### src/rtl/tx_prbs_pkg.sv
package tx_prbs_pkg;

  typedef enum logic [1:0] {
    PH_IDLE  = 2'b00,
    PH_ALIGN = 2'b01,
    PH_PRBS  = 2'b10
  } phase_e;

  localparam int          DEF_WORD_W   = 20;
  localparam int          DEF_CHAR_W   = 10;
  localparam logic [9:0]  DEF_ALIGN    = 10'h1A7;
  localparam int          DEF_ORDER    = 7;
  localparam int          DEF_TAP_LO   = 6;
  localparam logic [6:0]  DEF_SEED     = 7'h7F;

endpackage

### src/rtl/tx_prbs_stepper.sv
module tx_prbs_stepper #(
  parameter int ORDER  = 7,
  parameter int TAP_LO = 6,
  parameter int WORD_W = 20
) (
  input  logic [ORDER-1:0]  state_i,
  output logic [WORD_W-1:0] word_o,
  output logic [ORDER-1:0]  next_o
);
  localparam int HI_IDX = ORDER - 1;
  localparam int LO_IDX = TAP_LO - 1;

  // Unrolled bit-serial recurrence: oldest bit lands at the MSB.
  always_comb begin
    logic [ORDER-1:0] s;
    logic             fb;
    s      = state_i;
    word_o = '0;
    for (int k = 0; k < WORD_W; k++) begin
      fb                   = s[HI_IDX] ^ s[LO_IDX];
      word_o[WORD_W-1-k]   = fb;
      s                    = {s[ORDER-2:0], fb};
    end
    next_o = s;
  end
endmodule

### src/rtl/tx_prbs_gen.sv
module tx_prbs_gen #(
  parameter int              ORDER  = 7,
  parameter int              TAP_LO = 6,
  parameter int              WORD_W = 20,
  parameter logic [ORDER-1:0] SEED  = 7'h7F
) (
  input  logic              clk,
  input  logic              rst,
  input  logic              advance,
  output logic [WORD_W-1:0] word_o
);
  logic [ORDER-1:0] lfsr_q;
  logic [ORDER-1:0] lfsr_next;

  tx_prbs_stepper #(
    .ORDER (ORDER),
    .TAP_LO(TAP_LO),
    .WORD_W(WORD_W)
  ) u_step (
    .state_i(lfsr_q),
    .word_o (word_o),
    .next_o (lfsr_next)
  );

  // Held at the seed whenever no PRBS word is being emitted.
  always_ff @(posedge clk) begin
    if (rst || !advance) lfsr_q <= SEED;
    else                 lfsr_q <= lfsr_next;
  end
endmodule

### src/rtl/tx_phase_ctrl.sv
module tx_phase_ctrl
  import tx_prbs_pkg::*;
(
  input  logic   clk,
  input  logic   rst,
  input  logic   start_req,
  input  logic   lane_synced,
  output phase_e phase_d
);
  phase_e phase_q;

  always_comb begin
    phase_d = phase_q;
    if (rst) begin
      phase_d = PH_IDLE;
    end else begin
      unique case (phase_q)
        PH_IDLE:  if (start_req)    phase_d = PH_ALIGN;
        PH_ALIGN: if (lane_synced)  phase_d = PH_PRBS;
        PH_PRBS:  if (!lane_synced) phase_d = PH_ALIGN;
        default:                    phase_d = PH_IDLE;
      endcase
    end
  end

  always_ff @(posedge clk) begin
    phase_q <= phase_d;
  end
endmodule

### src/rtl/tx_out_stage.sv
module tx_out_stage
  import tx_prbs_pkg::*;
#(
  parameter int WORD_W = 20
) (
  input  logic              clk,
  input  logic              rst,
  input  phase_e            phase_d,
  input  logic [WORD_W-1:0] prbs_word,
  input  logic [WORD_W-1:0] align_word,
  output logic [WORD_W-1:0] tx_word,
  output logic [1:0]        tx_phase,
  output logic              prbs_active
);
  always_ff @(posedge clk) begin
    if (rst) begin
      tx_word     <= '0;
      tx_phase    <= PH_IDLE;
      prbs_active <= 1'b0;
    end else begin
      tx_phase    <= phase_d;
      prbs_active <= (phase_d == PH_PRBS);
      unique case (phase_d)
        PH_PRBS:  tx_word <= prbs_word;
        PH_ALIGN: tx_word <= align_word;
        default:  tx_word <= '0;
      endcase
    end
  end
endmodule

### src/rtl/tx_prbs_preamble_src.sv
module tx_prbs_preamble_src
  import tx_prbs_pkg::*;
#(
  parameter int                WORD_W     = DEF_WORD_W,
  parameter int                CHAR_W     = DEF_CHAR_W,
  parameter logic [CHAR_W-1:0] ALIGN_CHAR = DEF_ALIGN,
  parameter int                ORDER      = DEF_ORDER,
  parameter int                TAP_LO     = DEF_TAP_LO,
  parameter logic [ORDER-1:0]  SEED       = DEF_SEED
) (
  input  logic              clk,
  input  logic              rst,
  input  logic              start_req,
  input  logic              lane_synced,
  output logic [WORD_W-1:0] tx_word,
  output logic [1:0]        tx_phase,
  output logic              prbs_active
);
  localparam int HALVES = WORD_W / CHAR_W;

  if (SEED == '0) begin : g_bad_seed
    $error("PRBS seed must be nonzero");
  end

  phase_e            phase_d;
  logic [WORD_W-1:0] prbs_word;
  logic [WORD_W-1:0] align_word;

  for (genvar h = 0; h < HALVES; h++) begin : g_align
    assign align_word[h*CHAR_W +: CHAR_W] = ALIGN_CHAR;
  end
  if (HALVES * CHAR_W < WORD_W) begin : g_align_pad
    assign align_word[WORD_W-1:HALVES*CHAR_W] = '0;
  end

  tx_phase_ctrl u_ctrl (
    .clk        (clk),
    .rst        (rst),
    .start_req  (start_req),
    .lane_synced(lane_synced),
    .phase_d    (phase_d)
  );

  tx_prbs_gen #(
    .ORDER (ORDER),
    .TAP_LO(TAP_LO),
    .WORD_W(WORD_W),
    .SEED  (SEED)
  ) u_gen (
    .clk    (clk),
    .rst    (rst),
    .advance(phase_d == PH_PRBS),
    .word_o (prbs_word)
  );

  tx_out_stage #(
    .WORD_W(WORD_W)
  ) u_out (
    .clk        (clk),
    .rst        (rst),
    .phase_d    (phase_d),
    .prbs_word  (prbs_word),
    .align_word (align_word),
    .tx_word    (tx_word),
    .tx_phase   (tx_phase),
    .prbs_active(prbs_active)
  );
endmodule

### config.mk
export PLATFORM = sky130hd
export DESIGN_NAME = tx_prbs_preamble_src
export DESIGN_NICKNAME = d
export VERILOG_FILES = /design/src/rtl/tx_prbs_pkg.sv /design/src/rtl/tx_prbs_stepper.sv /design/src/rtl/tx_prbs_gen.sv /design/src/rtl/tx_phase_ctrl.sv /design/src/rtl/tx_out_stage.sv /design/src/rtl/tx_prbs_preamble_src.sv
export SDC_FILE = /design/constraint.sdc
export NUM_CORES = 1
export LEC_CHECK = 0
export BUFFER_PORTS_ARGS = -buffer_cell sky130_fd_sc_hd__buf_2
export CAP_MARGIN = 20
export CELL_PAD_IN_SITES_DETAIL_PLACEMENT = 1
export CELL_PAD_IN_SITES_GLOBAL_PLACEMENT = 1
export CORE_ASPECT_RATIO = 1.1
export CORE_MARGIN = 2
export CORE_UTILIZATION = 42
export CTS_BUF_LIST = sky130_fd_sc_hd__clkbuf_8
export DETAILED_ROUTE_END_ITERATION = 6
export GPL_ROUTABILITY_DRIVEN = 0
export PLACE_DENSITY_LB_ADDON = 0.1
export SKIP_CTS_REPAIR_TIMING = 1
export SLEW_MARGIN = 20
export SYNTH_ARGS = -nofsm -noshare
export SYNTH_HDL_FRONTEND = slang
export SYNTH_SLANG_ARGS = --single-unit
export TNS_END_PERCENT = 100
### constraint.sdc
create_clock -name clk -period 2 [get_ports clk]
set_input_delay 0.2 -clock clk [delete_from_list [all_inputs] [get_ports clk]]
set_output_delay 0.2 -clock clk [all_outputs]
set_load 0.02 [all_outputs]
Word level (Yosys, flattened, before mapping):

Cells that the tools add are included.

* shift-type cells: 0
* eq/ne operators: 4
* divide/modulo/power cells: 0
* mux-type cells: 6
* add/sub/neg operators: 0
* $mul: 0
* $lt $le $gt $ge: 0
* bitwise gates (word level): 20
* reductions and logical operators: 3

Operators by type and width (count)
* case mux 20 bit (2 select lines): 1
* XOR 1 bit: 20
* two-way mux 2 bit: 4
* case mux 2 bit (3 select lines): 1
* equality test 2 x 1 -> 1 bit (second input constant): 2
* equality test 2 bit (second input constant): 2
* zero test 2 bit: 1
* zero test 1 bit: 1
* logical OR 1 bit: 1

* memory bits (read-only): 0
* memory bits (writable): 0
* output and inout bits: 23
* memories kept: 0
* flip-flop bits (word level): 32
* input port bits: 4
* word-level logic and storage cells: 38
* bits in latches: 0

Depth between registers and ports, before layout:

Gate-level depths: netlist of the first run.

* word-level depth: 6
* gate-level depth with buffers: 8
* depth with buffers taken out: 7

Hierarchy:

A second synthesis of the first run with hierarchy kept.

* cells, all modules: 133
* area, all modules: 1360.1 um^2

By module, submodules not included
* tx_out_stage: instances 1, seq. area each 460.4 um^2, cells an instance 77, area an instance 788.3 um^2
* tx_prbs_stepper: instances 1, seq. area each 0.0 um^2, cells an instance 30, area an instance 261.5 um^2
* tx_prbs_gen: instances 1, seq. area each 140.1 um^2, cells an instance 14, area an instance 201.4 um^2
* tx_phase_ctrl: instances 1, seq. area each 40.0 um^2, cells an instance 9, area an instance 87.6 um^2
* tx_prbs_preamble_src: instances 1, seq. area each 0.0 um^2, cells an instance 3, area an instance 21.3 um^2

Worst setup path before layout of the first run:

No wires, ideal clock.

* path kind: register to register
* start point: register u_ctrl.phase_q[0]
* end point: register u_out.tx_word[18]
* path buffers: 1
* cell stages (with the launch flop): 8
* slack: 218 ps
* library setup time: 74 ps
* data arrival time: 1708 ps
* data required time: 1926 ps
* clock period less this slack: 1782 ps
* cells stage by stage: dfxtp_1 xnor2_1 nor3b_1 ha_1 nor2_1 nand2_1 clkbuf_1 o21ai_0

* word-level cells in the longest chain between the ends: 5
* elaborated cells on any way between the ends: 11
* classes of those cells: 4 x eq/ne; 6 x mux; 1 x reduce/logical

RTL lines
* from (decl): RTL line tx_phase_ctrl.sv:10 `phase_e phase_q;`
* from (signal assigned): RTL line tx_phase_ctrl.sv:27 `phase_q <= phase_d;`
* equality test 2 bit, or another cell as far along: RTL line tx_phase_ctrl.sv:17 `unique case (phase_q)`
* case mux 2 bit (3 select lines) *: RTL line tx_phase_ctrl.sv:17
* two-way mux 2 bit *: RTL line tx_phase_ctrl.sv:14 `if (rst) begin`
* via phase_d[1]: RTL line tx_prbs_preamble_src.sv:25 `phase_e phase_d;`
* equality test 2 x 1 -> 1 bit or equality test 2 bit (tied branches): RTL line tx_out_stage.sv:23 `unique case (phase_d)`
* case mux 20 bit (2 select lines) *: RTL line tx_out_stage.sv:23
* to (signal assigned): RTL line tx_out_stage.sv:24 `PH_PRBS: tx_word <= prbs_word;`
* to (signal assigned): RTL line tx_out_stage.sv:25 `PH_ALIGN: tx_word <= align_word;`
* to (decl): RTL line tx_out_stage.sv:11 `output logic [WORD_W-1:0] tx_word,`

The timed path passes the listed nets; every way through them passes the cells marked *.
A chain may end at the register's enable or synchronous reset.

Final worst setup path of the first run:

* start point: register u_ctrl.phase_q[0]
* end point: register u_out.tx_word[0]

* word-level cells in the longest chain between the ends: 5
* elaborated cells on any way between the ends: 11
* classes of those cells: 4 x eq/ne; 6 x mux; 1 x reduce/logical

RTL lines (RTL line)
* equality test 2 bit, or another cell as far along: tx_phase_ctrl.sv:17
* case mux 2 bit (3 select lines) *: tx_phase_ctrl.sv:17
* two-way mux 2 bit *: tx_phase_ctrl.sv:14
* equality test 2 x 1 -> 1 bit or equality test 2 bit (tied branches): tx_out_stage.sv:23
* case mux 20 bit (2 select lines) *: tx_out_stage.sv:23

Mark *: on every way between the ends. The rest lies on a longest branch, timed or not.

==> impl_metrics.env, run 1 <==
export IMPL_avgSynthCellArea_um2=10.95
export IMPL_area_delta_synth_final_pct=23.40
export IMPL_rrSetupSlack_ns=0.16
export IMPL_layout_min_cycle_time_ns=1.840
export IMPL_cts_tree="built"
export IMPL_timing_max_cap_violations=0
export IMPL_r2r_start="u_ctrl.phase_q[0]"
export IMPL_hpwl_um=1674
export IMPL_fin_util=0.5347
export IMPL_synth_cell_area_mm2=0.001171
export IMPL_path_clk_slew_ns=0.06
export IMPL_leakage_nw=0.6710
export IMPL_reg2reg_depth=8
export IMPL_top_usage_layer="met2"
export IMPL_synthCells=107
export IMPL_met1_usage=0.1834
export IMPL_clockBufferDepth=2
export IMPL_pwr_density_cell_mw_per_mm2=846.6
export IMPL_hold_end="u_ctrl.phase_q[1]"
export IMPL_synth_warnings=0
export IMPL_peakVddDrop_uv=520.7
export IMPL_grt_use_met3=0.07576
export IMPL_start_kind="flop"
export IMPL_slowest_stage="dfxtp_1"
export IMPL_ioPinCount=27
export IMPL_met2_usage=0.2840
export IMPL_core_area_mm2=0.002703
export IMPL_pre_cts_ws_ns=-0.08225
export IMPL_drtIter0Drc=7
export IMPL_slew_violations=0
export IMPL_path_buf_inv=1
export IMPL_grt_pass1_wl_um=3712
export IMPL_required_ns=2.20
export IMPL_port_buffers=26
export IMPL_via_per_inst=4.711
export IMPL_grt_pass1_vias=835
export IMPL_slew_headroom=0.7321
export IMPL_path_depth=8
export IMPL_drc_errors=0
export IMPL_ys_seq_area_frac=0.5470
export IMPL_finish_instance_area_mm2=0.001445
export IMPL_worst_slack_ns=0.1603
export IMPL_wl_um=2268
export IMPL_synthTopCellsByArea="dfxtp_1 55%, xnor2_1 8.2%, xor2_1 4.5%"
export IMPL_antenna_cells=0
export IMPL_drive_gt1_frac=0.3429
export IMPL_criticalPathCategory="reg -> reg"
export IMPL_arrival_ns=2.04
export IMPL_seqCellArea_um2=640.6
export IMPL_worstReg2RegEnd="u_out.tx_word[0]"
export IMPL_fillers=313
export IMPL_synth_area_leader_cell="dfxtp_1"
export IMPL_wl_per_cell_um=13.11
export IMPL_grt_overflow=0
export IMPL_worst_slew_pin_slew_ns=0.3999
export IMPL_postRouteAntennaNets=0
export IMPL_fin_cells=173
export IMPL_die_y_um=59.38
export IMPL_clk_insertion_delay_late_ns=0.28
export IMPL_die_w_um=54.35
export IMPL_power_mw=1.223
export IMPL_hp_start="rst"
export IMPL_h_tree_depth=2
export IMPL_ys_ff_latch=32
export IMPL_setup_viol=0
export IMPL_fin_hold_ws_ns=0.1393
export IMPL_dp_cells=166
export IMPL_cts_sinks=32
export IMPL_fin_nets=147
export IMPL_finalSetupTns_ns=0
export IMPL_endpoint_kind="flop"
export IMPL_max_freq_mhz=543.6
export IMPL_hold_viol_final=0
export IMPL_dr_pass1_iters=4
export IMPL_grt_usage=0.1723
export IMPL_path_max_fanout=10
export IMPL_hp_class="in -> reg"
export IMPL_multiInputGateArea_um2=514.2
export IMPL_grt_start_max_net_pins=15
export IMPL_synth_cell_types=24
export IMPL_rows=20
export IMPL_hold_depth=2
export IMPL_skew_ns=0.004799
export IMPL_max_stage_delay_ns=0.33
export IMPL_die_area_mm2=0.003227
export IMPL_synth_fp_nets=114
export IMPL_crit_family="simple AND/OR/NAND/NOR gates"
export IMPL_cts_made_buffers=5
export IMPL_synth_top_cell_area_share=0.5470
export IMPL_placed_cell_area_mm2=0.001343
export IMPL_dr_total_vias=815
export IMPL_antenna_found_initial=0
export IMPL_crit_chain="xnor2_2 -> nor2_1 -> o21bai_1 -> ha_1 -> nor2_2 -> buf_4 -> nand2_2 -> o21ai_0"
export IMPL_rsz0062_at_grt="false"
export IMPL_start_util=0.4333
export IMPL_status="completed"
export IMPL_period_share=0.9198
export IMPL_cts_root_buf="clkbuf_8"
==> placed cells by master (no fill, tap or decap) <==
cell type / n
a21oi_1: 3
and2_1: 1
buf_2: 26
buf_4: 5
clkbuf_8: 5
clkinv_2: 1
dfxtp_1: 32
ha_1: 3
inv_1: 2
nand2_1: 9
nand2_2: 1
nand2_4: 1
nand2b_1: 1
nor2_1: 7
nor2_2: 1
nor2b_1: 2
nor3_1: 2
nor3b_1: 2
nor3b_2: 1
o21ai_0: 9
o21ai_2: 1
o21ba_2: 2
o21bai_1: 1
or2_1: 1
xnor2_1: 10
xnor2_2: 4
xnor3_1: 1
xor2_1: 6
==> Yosys cell counts <==
cell and count:
and2_1 1, nand2_1 11, o21ai_2 1, xnor2_2 3, nor2b_1 2, nor2_1 8
clkbuf_8 1, xnor3_1 1, nor3b_1 3, xnor2_1 11, nand2b_1 1, xor2_1 6
o21bai_1 1, o21ai_0 9, or2_1 1, buf_6 1, clkbuf_1 2, dfxtp_1 32
nor3_1 2, o21ba_2 2, ha_1 3, inv_1 1, buf_2 1, a21oi_1 3
==> sequential cells by signal, summed over array words and instances (netlist names) <==
register	cells
u_out.tx_phase	2
u_ctrl.phase_q	2
u_out.tx_word	20
u_gen.lfsr_q	7
u_out.prbs_active	1
==> worst reg2reg max path: cells and delay by family, from the launching register on <==
family / cells / cell delay (ns)
AND/OR/NAND/NOR: 3 / 0.42
AO/OA/AOI/OAI: 2 / 0.34
buffers and inverters: 1 / 0.15
adder cells (fa/ha/maj): 1 / 0.31
flip-flops: 1 / 0.33
XOR/XNOR: 1 / 0.22
==> cells by family after synthesis <==
logic type | count (synthesis) | share of synthesized area
DFF | 32 | 0.5470
adders and majority gates | 3 | 0.03205
xor gates and xnor gates | 21 | 0.1880
buffers and inverters | 6 | 0.03525
AOI/OAI and AO/OA | 16 | 0.08226
and+or+nand+nor | 29 | 0.1154
==> worst max-delay path by stage <==
stage,endpoint,startpoint,slack [ns]
6_report,u_out.tx_word[0],u_ctrl.phase_q[0],0.16
5_1_grt,u_out.tx_word[12],u_ctrl.phase_q[0],0.005
4_1_cts,u_out.tx_word[0],u_ctrl.phase_q[0],-0.13
3_5_place_dp,u_out.tx_word[0],u_ctrl.phase_q[0],-0.08
3_3_place_gp,u_out.tx_word[2],u_ctrl.phase_q[1],0.03
2_1_floorplan,u_out.tx_word[18],u_ctrl.phase_q[0],0.22
==> report_power, final <==
group	switching [mW]	internal, mW
Sequential	0.0108	0.655
Clock	0.211	0.231
Combinational	0.0643	0.0512
Total	0.286	0.937
==> area by class of cell <==
class,count,share of cell area
timing repair buffer,31,0.1160
clock inverter,2,0.006061
inverter,1,0.002597
clock buffer,5,0.04762
sequential,32,0.4433
multi-input combinational,69,0.3558
tap,33,0.02857
==> metal layers <==
layer	routed length, µm	up-vias
met2	1205	21
met1	892	380
met5	0	-
met3	115	7
met4	53	0
li1	-	407
Note: power is estimated with default switching activity, not from simulation.
==> run 2: changes to the inputs <==
CORE_MARGIN = 5   (was 2)
clock period = 1.9 ns   (was 2 ns; I/O delays follow)
==> run 2 against run 1 <==
Net effect:
- register-to-register slack improved by 0.02 ns
- critical path depth stayed put
- critical path type unchanged
- routed wire length fell by 1.2%
- sequential power increased by 5.4%
- first-iteration DRC count grew 86%
- worst setup slack improved by 0.017 ns
- via count fell by 1.3%
- global-route usage down 3.8 points
- clock skew is 0.0017 ns lower
- combinational power up 8%
- final cell count increased by 1.7%
==> impl_metrics.env, run 2 (same netlist as run 1, synthesis figures left out) <==
export IMPL_rows=20
export IMPL_grt_start_max_net_pins=12
export IMPL_grt_overflow=0
export IMPL_wl_per_cell_um=12.73
export IMPL_clk_insertion_delay_late_ns=0.28
export IMPL_die_area_mm2=0.003945
export IMPL_finish_instance_area_mm2=0.001476
export IMPL_clockBufferDepth=2
export IMPL_dr_total_vias=804
export IMPL_slew_headroom=0.7572
export IMPL_mostFrequentLayoutCells="32 x dfxtp_1, 26 x buf_2, 10 x nand2_1, 10 x xnor2_1"
export IMPL_skew_ns=0.003068
export IMPL_largestRegisters="u_out.tx_word: 20 flops, u_gen.lfsr_q: 7 flops"
export IMPL_antenna_cells=0
export IMPL_period_share=0.9067
export IMPL_p_sw_frac=0.2268
export IMPL_via_per_inst=4.568
export IMPL_grt_usage=0.1341
export IMPL_area_delta_synth_final_pct=26.07
export IMPL_layout_min_cycle_time_ns=1.723
export IMPL_regMostFlops="u_out.tx_word"
export IMPL_path_clk_slew_ns=0.06
export IMPL_grt_pass1_wl_um=3739
export IMPL_wl_met3_um=141
export IMPL_worst_slew_pin_slew_ns=0.3624
export IMPL_dr_pass1_iters=3
export IMPL_met2_length_um=1140
export IMPL_path_max_fanout=9
export IMPL_drtIter0Drc=13
export IMPL_postRouteAntennaNets=0
export IMPL_fin_util=0.5413
export IMPL_mostFrequentLayoutCell="dfxtp_1"
export IMPL_timing_max_cap_violations=0
export IMPL_criticalPathCategory="reg -> reg"
export IMPL_arrival_ns=1.92
export IMPL_p_int_mw=1.031
export IMPL_fin_nets=149
export IMPL_drive_gt1_frac=0.3636
export IMPL_largest_reg_flops=20
export IMPL_wl_met1_um=887
export IMPL_fin_cells=176
export IMPL_die_y_um=65.38
export IMPL_max_freq_mhz=580.5
export IMPL_power_frac_comb=0.094
export IMPL_ioPinCount=27
export IMPL_grt_pass1_vias=842
export IMPL_pwr_density_cell_mw_per_mm2=903.0
export IMPL_hp_class="in -> reg"
export IMPL_clkPwrFrac=0.380
export IMPL_port_buffers=26
export IMPL_core_area_mm2=0.002728
export IMPL_cts_root_buf="clkbuf_8"
export IMPL_power_mw=1.333
export IMPL_seqPwrFrac=0.526
export IMPL_cts_tree="built"
export IMPL_finalSetupTns_ns=0
export IMPL_switchingPower_mw=0.3024
export IMPL_wl_um=2240
export IMPL_hold_viol_final=0
export IMPL_top_layer="met4"
export IMPL_peakVddDrop_uv=569.1
export IMPL_endpoint_kind="flop"
export IMPL_h_tree_depth=2
export IMPL_rsz0062_at_grt="false"
export IMPL_start_util=0.4294
export IMPL_status="completed"
export IMPL_dp_cells=167
export IMPL_slew_violations=0
export IMPL_setup_viol=0
export IMPL_leakage_nw=0.6748
export IMPL_drc_errors=0
export IMPL_antenna_found_initial=0
export IMPL_cts_made_buffers=5
export IMPL_start_kind="flop"
export IMPL_cts_sinks=32
export IMPL_die_w_um=60.35
export IMPL_required_ns=2.10
export IMPL_placed_cell_area_mm2=0.001350
export IMPL_hpwl_um=1669
-- run 2: layer usage --
metal  up-vias  track usage
met5         -            0
met4         0      0.09972
met2        19       0.2230
met1       371       0.1295
li1        409            -
met3         5      0.05305
-- run 2: final cells by class --
cell class | instances | area (µm²)
fillers | 314 | 1251
flip-flops and latches | 32 | 640.6
multi-input cells | 69 | 518.0
repair buffers | 33 | 182.7
clock buffers | 6 | 82.58
well taps | 33 | 41.29
clock inverters | 2 | 7.507
inverters | 1 | 3.754
-- run 2: final timing paths --
kind	depth (start not counted)	slack [ns]	endpoint	from
worst min register to register	2	0.59	u_out.tx_word[13]	u_gen.lfsr_q[0]
worst min-delay path	2	0.20	u_out.tx_phase[1]	lane_synced
worst max register to register	8	0.18	u_out.tx_word[2]	u_ctrl.phase_q[1]
worst max-delay path	8	0.18	u_out.tx_word[2]	u_ctrl.phase_q[1]
-- run 2: power groups by stage --
stage                     clock network [mW]  logic [mW]  registers (mW)
after global routing                   0.562       0.138           0.703
after CTS                              0.530       0.117           0.700
after detailed placement                   0       0.116           0.715
after floorplan                            0      0.0660           0.728
after global placement                     0       0.113           0.714
final                                  0.506       0.125           0.702
-- run 2: critical path: stages, from the launching register on --
cell	delay, ns
dfxtp_1	0.35
xnor2_2	0.24
nor2_2	0.08
o21bai_2	0.15
ha_1	0.28
nor2_2	0.13
nand2_1	0.07
buf_4	0.17
o21ai_0	0.18
-- run 2: through the flow --
| step | setup slack (ns) | hold slack, ns |
|---|---|---|
| after floorplan | 0.1179 | 0.3566 |
| after global placement | 0.1150 | 0.4857 |
| after detailed placement | 0.03321 | 0.4838 |
| after CTS | 0.01971 | 0.1844 |
| after global routing | 0.02762 | 0.1835 |
| final | 0.1773 | 0.2005 |
==> run 3: changes to the inputs <==
CORE_MARGIN = default   (was 5)
GPL_TIMING_DRIVEN = 0   (was default)
==> run 3 against run 2 <==
Net effect:
- fmax is 2.6% lower
- global-route usage rose by 5.9 points
- first-iteration DRC count fell by 54%
==> impl_metrics.env, run 3 (same netlist as run 1, synthesis figures left out) <==
export IMPL_status="completed"
export IMPL_worst_slew_pin_slew_ns=0.3983
export IMPL_hold_depth=2
export IMPL_die_area_mm2=0.003004
export IMPL_setup_viol=0
export IMPL_antenna_found_initial=0
export IMPL_period_share=0.9313
export IMPL_clockBufferDepth=2
export IMPL_core_area_mm2=0.002567
export IMPL_timing_max_cap_violations=0
export IMPL_finish_instance_area_mm2=0.001511
export IMPL_worst_slack_ns=0.1306
export IMPL_dr_pass1_iters=3
export IMPL_grt_pass1_vias=843
export IMPL_endpoint_kind="flop"
export IMPL_fin_nets=150
export IMPL_drive_gt1_frac=0.3750
export IMPL_die_w_um=52.35
export IMPL_pwr_density_cell_mw_per_mm2=978.9
export IMPL_pre_cts_ws_ns=-0.3408
export IMPL_grt_overflow=0
export IMPL_largest_reg_flops=20
export IMPL_cts_tree="built"
export IMPL_wl_um=2371
export IMPL_required_ns=2.12
export IMPL_port_buffers=26
export IMPL_grt_pass1_wl_um=3974
export IMPL_path_clk_slew_ns=0.07
export IMPL_regMostFlops="u_out.tx_word"
export IMPL_max_freq_mhz=565.2
export IMPL_arrival_ns=1.99
export IMPL_skew_ns=0.008142
export IMPL_grt_start_max_net_pins=12
export IMPL_criticalPathCategory="reg -> reg"
export IMPL_largestRegisters="u_out.tx_word: 20 flops, u_gen.lfsr_q: 7 flops"
export IMPL_mostFrequentLayoutCells="32 x dfxtp_1, 27 x buf_2, 10 x xnor2_1"
export IMPL_layout_min_cycle_time_ns=1.769
export IMPL_dr_total_vias=823
export IMPL_dp_cells=164
export IMPL_grt_usage=0.1935
export IMPL_cts_made_buffers=5
export IMPL_rows=19
export IMPL_fin_hold_ws_ns=0.1901
export IMPL_slew_violations=0
export IMPL_die_y_um=57.38
export IMPL_drtIter0Drc=6
export IMPL_drc_errors=0
export IMPL_peakVddDrop_uv=629.0
export IMPL_ioPinCount=27
export IMPL_start_kind="flop"
export IMPL_power_mw=1.480
export IMPL_wl_per_cell_um=13.55
export IMPL_crit_chain="nor3b_1 -> o21bai_1 -> ha_1 -> nor2_4 -> nand2_2 -> buf_6 -> o21ai_0"
export IMPL_area_delta_synth_final_pct=29.06
export IMPL_via_per_inst=4.703
export IMPL_hp_start="lane_synced"
export IMPL_start_util=0.4561
export IMPL_fin_util=0.5887
export IMPL_leakage_nw=0.6753
export IMPL_rrSetupSlack_ns=0.13
export IMPL_r2r_start="u_ctrl.phase_q[0]"
export IMPL_worstReg2RegEnd="u_out.tx_word[8]"
export IMPL_hold_end="u_out.tx_phase[1]"
export IMPL_slowest_stage="ha_1"
export IMPL_hpwl_um=1631
export IMPL_fillers=300
export IMPL_antenna_cells=0
export IMPL_cts_sinks=32
export IMPL_path_max_fanout=10
export IMPL_hp_class="in -> reg"
export IMPL_postRouteAntennaNets=0
export IMPL_fin_cells=175
export IMPL_placed_cell_area_mm2=0.001340
export IMPL_hold_viol_final=0
export IMPL_mostFrequentLayoutCell="dfxtp_1"
export IMPL_slew_headroom=0.7332
export IMPL_cts_root_buf="clkbuf_8"
export IMPL_clk_insertion_delay_late_ns=0.29
export IMPL_h_tree_depth=2
export IMPL_max_stage_delay_ns=0.35
export IMPL_reg2reg_depth=7
export IMPL_finalSetupTns_ns=0
==> run 3: critical path, delay by kind of cell, from the launching register on <==
| family | cells | cell delay, ns |
|---|---|---|
| buf+inv | 1 | 0.15 |
| fa+ha+maj | 1 | 0.35 |
| simple gates | 3 | 0.57 |
| compound gates | 2 | 0.28 |
| flops | 1 | 0.34 |
==> run 3: worst max-delay path by stage <==
stage / startpoint / end / slack [ns] / cells past startpoint
2_1_floorplan: u_ctrl.phase_q[0] / u_out.tx_word[18] / 0.12 / 7
6_report: u_ctrl.phase_q[0] / u_out.tx_word[8] / 0.13 / 7
3_3_place_gp: rst / u_out.tx_word[11] / -0.29 / 8
4_1_cts: u_ctrl.phase_q[0] / u_out.tx_word[7] / -0.30 / 7
3_5_place_dp: rst / u_out.tx_word[18] / -0.34 / 8
5_1_grt: u_ctrl.phase_q[1] / u_out.tx_word[15] / -0.005 / 8
==> run 3: cell type report <==
type	instances	area, µm²	area share
Buffer	5	45.04	0.02980
Multi-Input combinational cell	69	519.2	0.3435
Timing Repair Buffer	29	152.6	0.1010
Clock inverter	3	42.54	0.02815
Tap cell	31	38.79	0.02566
Clock buffer	5	68.82	0.04553
Sequential cell	32	640.6	0.4238
Inverter	1	3.754	0.002483
==> run 3: power breakdown <==
group | switching [mW] | leakage, nW | total [mW] | internal [mW]
Sequential | 0.00950 | 0.259 | 0.699 | 0.689
Clock | 0.267 | 0.0541 | 0.655 | 0.388
Combinational | 0.0718 | 0.362 | 0.126 | 0.0543
Total | 0.349 | 0.675 | 1.48 | 1.13
==> run 3: layer usage <==
layer	up-vias	wire, µm	global-route usage
li1	414	-	-
met1	381	988	0.1993
met2	21	1191	0.3146
met3	7	133	0.09867
met4	0	58	0.1015
met5	-	0	0
